==> src/rtl/fpcmp_pkg.sv <==
package fpcmp_pkg;

    // Four-way relation between two operands
    typedef enum logic [1:0] {
        REL_LT = 2'd0,
        REL_EQ = 2'd1,
        REL_GT = 2'd2,
        REL_UN = 2'd3
    } rel_e;

    // Result timing machine
    typedef enum logic {
        ST_IDLE = 1'b0,
        ST_DONE = 1'b1
    } fsm_e;

    // Per-operand classification
    typedef struct packed {
        logic is_nan;
        logic is_snan;
        logic is_zero;
        logic sign;
    } cls_t;

endpackage

==> src/rtl/fpcmp_classify.sv <==
module fpcmp_classify
    import fpcmp_pkg::*;
#(
    parameter int EXP_W  = 8,
    parameter int FRAC_W = 23
) (
    input  logic [EXP_W+FRAC_W:0]   val_i,
    output cls_t                    cls_o,
    output logic [EXP_W+FRAC_W-1:0] mag_o
);
    localparam int MAG_W = EXP_W + FRAC_W;

    logic [EXP_W-1:0]  exp_f;
    logic [FRAC_W-1:0] frac_f;
    logic              exp_ones;
    logic              frac_nz;

    always_comb begin
        exp_f          = val_i[MAG_W-1:FRAC_W];
        frac_f         = val_i[FRAC_W-1:0];
        exp_ones       = &exp_f;
        frac_nz        = |frac_f;
        cls_o.sign     = val_i[MAG_W];
        cls_o.is_nan   = exp_ones & frac_nz;
        // A NaN with a clear top fraction bit is signaling
        cls_o.is_snan  = exp_ones & frac_nz & ~frac_f[FRAC_W-1];
        cls_o.is_zero  = ~(|val_i[MAG_W-1:0]);
        mag_o          = val_i[MAG_W-1:0];
    end
endmodule

==> src/rtl/fpcmp_order.sv <==
module fpcmp_order
    import fpcmp_pkg::*;
#(
    parameter int EXP_W  = 8,
    parameter int FRAC_W = 23
) (
    input  logic [EXP_W+FRAC_W:0] a_i,
    input  logic [EXP_W+FRAC_W:0] b_i,
    output rel_e                  rel_o,
    output logic                  snan_o
);
    localparam int MAG_W = EXP_W + FRAC_W;

    cls_t             cls_a;
    cls_t             cls_b;
    logic [MAG_W-1:0] mag_a;
    logic [MAG_W-1:0] mag_b;
    logic             a_bigger;

    fpcmp_classify #(.EXP_W(EXP_W), .FRAC_W(FRAC_W)) u_cls_a (
        .val_i (a_i),
        .cls_o (cls_a),
        .mag_o (mag_a)
    );

    fpcmp_classify #(.EXP_W(EXP_W), .FRAC_W(FRAC_W)) u_cls_b (
        .val_i (b_i),
        .cls_o (cls_b),
        .mag_o (mag_b)
    );

    always_comb begin
        snan_o   = cls_a.is_snan | cls_b.is_snan;
        a_bigger = mag_a > mag_b;
        if (cls_a.is_nan || cls_b.is_nan) begin
            rel_o = REL_UN;
        end else if (cls_a.is_zero && cls_b.is_zero) begin
            rel_o = REL_EQ;
        end else if (cls_a.sign != cls_b.sign) begin
            rel_o = cls_a.sign ? REL_LT : REL_GT;
        end else if (mag_a == mag_b) begin
            rel_o = REL_EQ;
        end else begin
            // Both negative: larger magnitude is the smaller value
            rel_o = (a_bigger ^ cls_a.sign) ? REL_GT : REL_LT;
        end
    end
endmodule

==> src/rtl/fpcmp_predicate.sv <==
module fpcmp_predicate
    import fpcmp_pkg::*;
(
    input  logic [2:0] code_i,
    input  rel_e       rel_i,
    output logic       hit_o
);
    always_comb begin
        unique case (code_i)
            3'd0:    hit_o = 1'b0;
            3'd1:    hit_o = (rel_i == REL_UN);
            3'd2:    hit_o = (rel_i == REL_EQ);
            3'd3:    hit_o = (rel_i == REL_EQ) || (rel_i == REL_UN);
            3'd4:    hit_o = (rel_i == REL_LT);
            3'd5:    hit_o = (rel_i == REL_LT) || (rel_i == REL_UN);
            3'd6:    hit_o = (rel_i == REL_LT) || (rel_i == REL_EQ);
            3'd7:    hit_o = (rel_i != REL_GT);
            default: hit_o = 1'b0;
        endcase
    end
endmodule

==> src/rtl/fp_cmp_unit.sv <==
module fp_cmp_unit
    import fpcmp_pkg::*;
#(
    parameter int SP_EXP_W    = 8,
    parameter int SP_FRAC_W   = 23,
    parameter int DP_EXP_W    = 11,
    parameter int DP_FRAC_W   = 52,
    parameter int COND_W      = 4,
    parameter int STATUS_W    = 32,
    parameter int FLAG_POS    = 29,
    parameter int INVALID_POS = 0
) (
    input  logic                           clk,
    input  logic                           rst_n,
    input  logic                           cmp_valid_i,
    input  logic                           cmp_double_i,
    input  logic [COND_W-1:0]              cond_i,
    input  logic [DP_EXP_W+DP_FRAC_W:0]    op_a_i,
    input  logic [DP_EXP_W+DP_FRAC_W:0]    op_b_i,
    input  logic                           sw_wr_en_i,
    input  logic [STATUS_W-1:0]            sw_wr_data_i,
    output logic [STATUS_W-1:0]            status_o,
    output logic                           flag_o,
    output logic                           done_o
);
    localparam int N_PREC    = 2;
    localparam int CLR_LOW   = FLAG_POS - 1;

    rel_e               rel_arr  [N_PREC];
    logic [N_PREC-1:0]  snan_arr;
    rel_e               rel_sel;
    logic               snan_sel;
    logic               hit;
    logic [STATUS_W-1:0] status_q;
    logic [STATUS_W-1:0] merged;
    logic               flag_q;
    fsm_e               state_q;
    fsm_e               state_d;

    // One order path per precision; index 0 single, index 1 double
    for (genvar g = 0; g < N_PREC; g++) begin : gen_prec
        localparam int EW = (g == 0) ? SP_EXP_W  : DP_EXP_W;
        localparam int FW = (g == 0) ? SP_FRAC_W : DP_FRAC_W;
        localparam int W  = 1 + EW + FW;
        fpcmp_order #(.EXP_W(EW), .FRAC_W(FW)) u_order (
            .a_i    (op_a_i[W-1:0]),
            .b_i    (op_b_i[W-1:0]),
            .rel_o  (rel_arr[g]),
            .snan_o (snan_arr[g])
        );
    end

    always_comb begin
        rel_sel  = cmp_double_i ? rel_arr[1]  : rel_arr[0];
        snan_sel = cmp_double_i ? snan_arr[1] : snan_arr[0];
    end

    fpcmp_predicate u_pred (
        .code_i (cond_i[2:0]),
        .rel_i  (rel_sel),
        .hit_o  (hit)
    );

    // Status merge: flag into FLAG_POS, upper bits cleared, low kept
    always_comb begin
        merged = status_q;
        for (int i = CLR_LOW; i < STATUS_W; i++) begin
            merged[i] = 1'b0;
        end
        merged[FLAG_POS]    = hit;
        merged[INVALID_POS] = status_q[INVALID_POS] | snan_sel;
    end

    // State register
    always_ff @(posedge clk or negedge rst_n) begin
        if (!rst_n) begin
            state_q <= ST_IDLE;
        end else begin
            state_q <= state_d;
        end
    end

    // Next-state logic
    always_comb begin
        state_d = state_q;
        unique case (state_q)
            ST_IDLE: if (cmp_valid_i) state_d = ST_DONE;
            ST_DONE: state_d = cmp_valid_i ? ST_DONE : ST_IDLE;
            default: state_d = ST_IDLE;
        endcase
    end

    // Output decode
    always_comb begin
        unique case (state_q)
            ST_IDLE: done_o = 1'b0;
            ST_DONE: done_o = 1'b1;
            default: done_o = 1'b0;
        endcase
    end

    // Datapath registers
    always_ff @(posedge clk or negedge rst_n) begin
        if (!rst_n) begin
            status_q <= '0;
            flag_q   <= 1'b0;
        end else begin
            if (cmp_valid_i) begin
                flag_q <= hit;
            end
            if (sw_wr_en_i) begin
                status_q <= sw_wr_data_i;
            end else if (cmp_valid_i) begin
                status_q <= merged;
            end
        end
    end

    assign status_o = status_q;
    assign flag_o   = flag_q;
endmodule

==> config.mk <==
export PLATFORM = sky130hd
export DESIGN_NAME = fp_cmp_unit
export DESIGN_NICKNAME = d
export VERILOG_FILES = /design/src/rtl/fpcmp_pkg.sv /design/src/rtl/fpcmp_classify.sv /design/src/rtl/fpcmp_order.sv /design/src/rtl/fpcmp_predicate.sv /design/src/rtl/fp_cmp_unit.sv
export SDC_FILE = /design/constraint.sdc
export NUM_CORES = 1
export LEC_CHECK = 0
export CORE_MARGIN = 2
export CORE_UTILIZATION = 51
export CTS_CLUSTER_DIAMETER = 200
export DETAILED_ROUTE_END_ITERATION = 8
export DONT_BUFFER_PORTS = 1
export PLACE_DENSITY = 0.74
export REMOVE_ABC_BUFFERS = 1
export SLEW_MARGIN = 25
export SYNTH_ARGS = -nofsm -noshare
export SYNTH_HDL_FRONTEND = slang
export SYNTH_HIERARCHICAL = 1
export SYNTH_SLANG_ARGS = --single-unit
==> constraint.sdc <==
create_clock -name clk -period 1.2 [get_ports clk]
set_input_delay 0.24 -clock clk [delete_from_list [all_inputs] [get_ports clk]]
set_output_delay 0.24 -clock clk [all_outputs]
set_load 0.01 [all_outputs]
Word-level counts from Yosys, hierarchy flattened:

Cells that the tools add are included.

* magnitude comparators: 2
* mux-type cells: 19
* $mul: 0
* reduce and logical (&&, ||, !) cells: 22
* shift operators: 0
* bitwise logic cells: 22
* divide/modulo/power cells: 0
* add/sub/neg operators: 0
* equal/unequal tests: 14

Operator list (count)
* 63-bit OR reduction: 2
* 52-bit OR reduction: 2
* 32-bit two-way mux: 2
* 63-bit equality test: 1
* 63-bit greater-than comparator: 1
* 31-bit OR reduction: 2
* 23-bit OR reduction: 2
* 31-bit equality test: 1
* 31-bit greater-than comparator: 1
* 2-bit two-way mux: 13
* 11-bit AND reduction: 2
* 8-bit AND reduction: 2
* 3-bit equality test, second input constant: 4
* 1-bit inverter: 9
* 1-bit bitwise AND: 8
* 1-bit one-hot mux with 8 select lines: 1
* 3-bit by 2-bit equality test with 1-bit output, second input constant: 2
* 1-bit logical OR: 5
* 3-bit by 1-bit equality test with 1-bit output, second input constant: 1
* 3-bit zero test: 1
* 1-bit OR: 3
* 2-bit by 1-bit equality test with 1-bit output, second input constant: 1
* 2-bit equality test, second input constant: 1
* 1-bit logical AND: 2
* 7 further kinds: 10

* memory bits (writable): 0
* output and inout bits: 34
* bits in latches: 0
* logic and storage cells: 83
* bits in registers: 34
* ROM bits: 0
* memories kept: 0

Depth between registers and ports, before layout:

* word-level depth: 13
* mapped depth: 15

Modules after synthesis:

Netlist, hierarchy kept.

Modules (own cells, without submodules)
* fpcmp_order at gen_prec[1].u_order: times used 1, area each 1669.1 sq um, cells each 236
* fp_cmp_unit: times used 1, area each 1421.4 sq um, cells each 79
* fpcmp_classify at gen_prec[1].u_order.u_cls_a ...: times used 2, area each 670.6 sq um, cells each 93
* fpcmp_order at gen_prec[0].u_order: times used 1, area each 840.8 sq um, cells each 117
* fpcmp_classify at gen_prec[0].u_order.u_cls_a ...: times used 2, area each 347.8 sq um, cells each 47
* fpcmp_predicate: times used 1, area each 23.8 sq um, cells each 3

Worst setup path after synthesis:

OpenSTA, ideal clock, no wires.

* path kind: input port to flip-flop
* from: in op_a_i[2]
* to: reg flag_q (netlist: flag_o)
* stages on the path: 13
* data required time: 1.075 ns
* data arrival time: 3.228 ns
* path buffers: 1
* path slack: -2.153 ns
* cell sequence: buf_4 -> ha_1 -> a21oi_1 -> a21oi_1 -> o31a_1 -> o311ai_1 -> nand4_1 -> or3_1 -> a311o_1 -> mux2_2 -> mux2_1 -> a22o_1 -> mux2_2

RTL lines
* start, declared: RTL line fp_cmp_unit.sv:18 `input logic [DP_EXP_W+DP_FRAC_W:0] op_a_i,`
* end signal, assigned: RTL line fp_cmp_unit.sv:109 `flag_q <= hit;`
* end, declared: RTL line fp_cmp_unit.sv:36 `logic flag_q;`

==> metrics <==
top-level I/O count a little over 200; worst reg2reg path depth 1; crit share post-route 253%; Crit Path Max Fanout 5; most frequent cell after synthesis buf_4; drt drc 0; IO Port Bufs 0; Yosys warning total 6; Die ar. 12600 um2; post-synth top area share 24.1%; status complete, but fails checks; Post-synth top cells buf_4 (192), inv_1 (97), ha_1 (94), nor4_1 (42), dfrtp_1 (34); Fill cells 1103; Synth Flop Type dfrtp_1; Hold Path Depth 1; P_leak 2.58 nW; top post-synthesis cells by area buf_4 (24%), ha_1 (20%), dfrtp_1 (14%), inv_1 (6.1%), mux2_4 (6.0%); CTS Buffer Depth 2; initial antenna violation count 0; crit end category flip-flop; Area growth, synth to finish -8.83%; Initial Utilization 52.5%; Slew Viols, Final 0; GRT Resource Usage Total between 20% and 30%; first-pass GRT wire length 23400 um; Bufs and invs on worst path 1; Yosys reg bits 34; most area-hungry cell type in the Yosys netlist buf_4; R2R setup slack 0.36 ns; Mapped Cells 715; Slowest-stage cell, CP a221o_1; minimum clock period slightly above 3 ns; Clk pin slew, worst setup/hold paths 0.05 ns; Iter 0 DRT Violations 174; upper clock frequency limit between 0.3 and 0.4 GHz; setup TNS -4.09 ns; failing checks negative setup slack; adder-cell share of the synthesized area around 20%; critical path class primary input to flip-flop; Pre-Repair DR Iteration Count 4; NumNets Final between 800 and 900; final setup margin -1.83 ns; vias in the first global route approximately 4700; worst rel slew slack between 70% and 80%; Tightest Pin Transition 0.415 ns; layout cells sized above 1 22.3%; drt total wl approximately 15000 um; total congestion overflow 0; hpwl dp 12400 um; Post-DRT Antenna Nets 0; largest net degree at the start of global routing 36; Chip Width 112 um; root buffer cell clkbuf_16; PwrDens between 600 and 700 nW/um2; Die Y-Extent between 100 and 150 um; crit path DAT approximately 3.2 ns; Placed Area between 4000 and 5000 um2; Vias 4288; asr flop ratio synth 100%; register area share after synthesis ~14%; final setup violating endpoints 3; row count 39; CTS tree done; core area about 11000 um2; critical-path cell list inv_1 -> ha_1 -> a21oi_2 -> o21ai_1 -> a221o_1 -> a211o_1 -> o311a_1 -> a211o_1 -> mux2_4 -> mux2_4 -> a22o_1 -> mux2_4; clk_lat worst skew 0.27 ns; post-synthesis xor/xnor area fraction 0%; max cap viols 0; global placement routability congestion 0.981; post-synthesis compound-gate area fraction about 10%; Syn Area/Cell approximately 8.4 um2; EDFF count, synth 0; main combinational cell family by area after synthesis buffers and inverters; Netlist cell types between 50 and 60; CP Depth 12; largest delay contributor family on the critical path compound AO/OA/AOI/OAI gates; wire per inst between 20 and 25 um; Final Cell Area ~5500 um2; post-synthesis simple-gate area fraction between 15 and 20%; most used cell along the critical path mux2_4; H-tree levels 2; mux contribution to synthesized area 7.83%; Syn Std Cell Area 5990 um2; final hold viol count 0; clk_skew 0 ns; Worst IR Drop VDD 0.000917 V; CP startpoint kind primary input; RSZ-0062 raised after global routing true; # diodes 0; vias per cell roughly 6.1; Hold/Removal Path Class primary input to flip-flop; slowest stage delay, CP 0.37 ns; CTS buffer count 5; clock sink count 34; WP data required between 1 and 1.5 ns
kinds of logic (layout without fill, tap and decap cells):
family / Yosys count / after routing
flops: 34 / 34
simple gates: 171 / 171
buf+inv: 293 / 139
fa+ha+maj: 94 / 94
compound gates: 89 / 89
mux: 34 / 34
placed cells by master (no fill, tap or decap), drive strengths merged, types with 17 or more instances in the layout:
cell type,Yosys,final
a21oi,32,32
buf,196,32
dfrtp,34,34
ha,94,94
inv,97,97
mux2,31,31
nand2,23,23
nand4,29,29
nor4,46,46
o21ai,17,17
metrics by stage:
stage	instances	power, W	utilization, %	hold slack [ns]	worst slack [ns]
global route	704	0.00406	47.8	0.0675	-1.96
global placement	694	0.00237	43.0	-0.0548	-2.25
floorplan	519	0.00216	-	-0.0556	-2.05
detailed placement	694	0.00242	43.0	-0.0549	-2.31
CTS	704	0.00380	46.8	0.0609	-1.83
finish	704	0.00380	47.8	0.0749	-1.83
final timing paths:
kind | end | startpoint
setup / recovery | flag_o$_DFFE_PN0P_ | op_b_i[22]
min in group asynchronous | status_o[2]$_DFFE_PN0P_ | rst_n
hold / removal | status_o[29]$_DFFE_PN0P_ | sw_wr_en_i
setup reg to reg | status_o[16]$_DFFE_PN0P_ | status_o[16]$_DFFE_PN0P_
hold reg to reg | status_o[31]$_DFFE_PN0P_ | status_o[31]$_DFFE_PN0P_
max in group asynchronous | status_o[12]$_DFFE_PN0P_ | rst_n
what timing repair did:
| action | CTS | global route |
|---|---|---|
| setup endpoints to repair | 3 | 3 |
| hold endpoints to repair | 35 | 0 |
| hold buffers | 3 | 0 |
| setup buffers | 2 | 0 |
| pin swaps | 26 | 15 |
| resized for setup | 41 | 20 |
area by class of cell:
type	count	area, um2	area share [%]
Clock inverter	2	12.5	0.229
Timing Repair Buffer	34	284	5.20
Tap cell	143	179	3.28
Sequential cell	34	851	15.6
Clock buffer	6	139	2.54
Multi-Input combinational cell	388	3630	66.4
Inverter	97	372	6.80
state kept, by name, indices dropped and copies added, names as in the netlist:
name	flops
status_o	32
state_q	1
flag_o	1
where the power goes:
part           leakage, nW  switching, W  internal, W
registers            0.402      0.000139      0.00126
clock network       0.0729      0.000440     0.000819
logic                 2.10      0.000507     0.000638
total                 2.58       0.00109      0.00272
per-layer routing:
metal / GRT usage (%) / up-vias / part of all wire, %
met5: 0 / - / 0
li1: - / 2023 / -
met3: 6.59 / 28 / 9.4
met1: 25.5 / 2031 / 38
met4: 6.75 / 0 / 2.5
met2: 42.4 / 206 / 50
(Power assumes the default switching activity.)
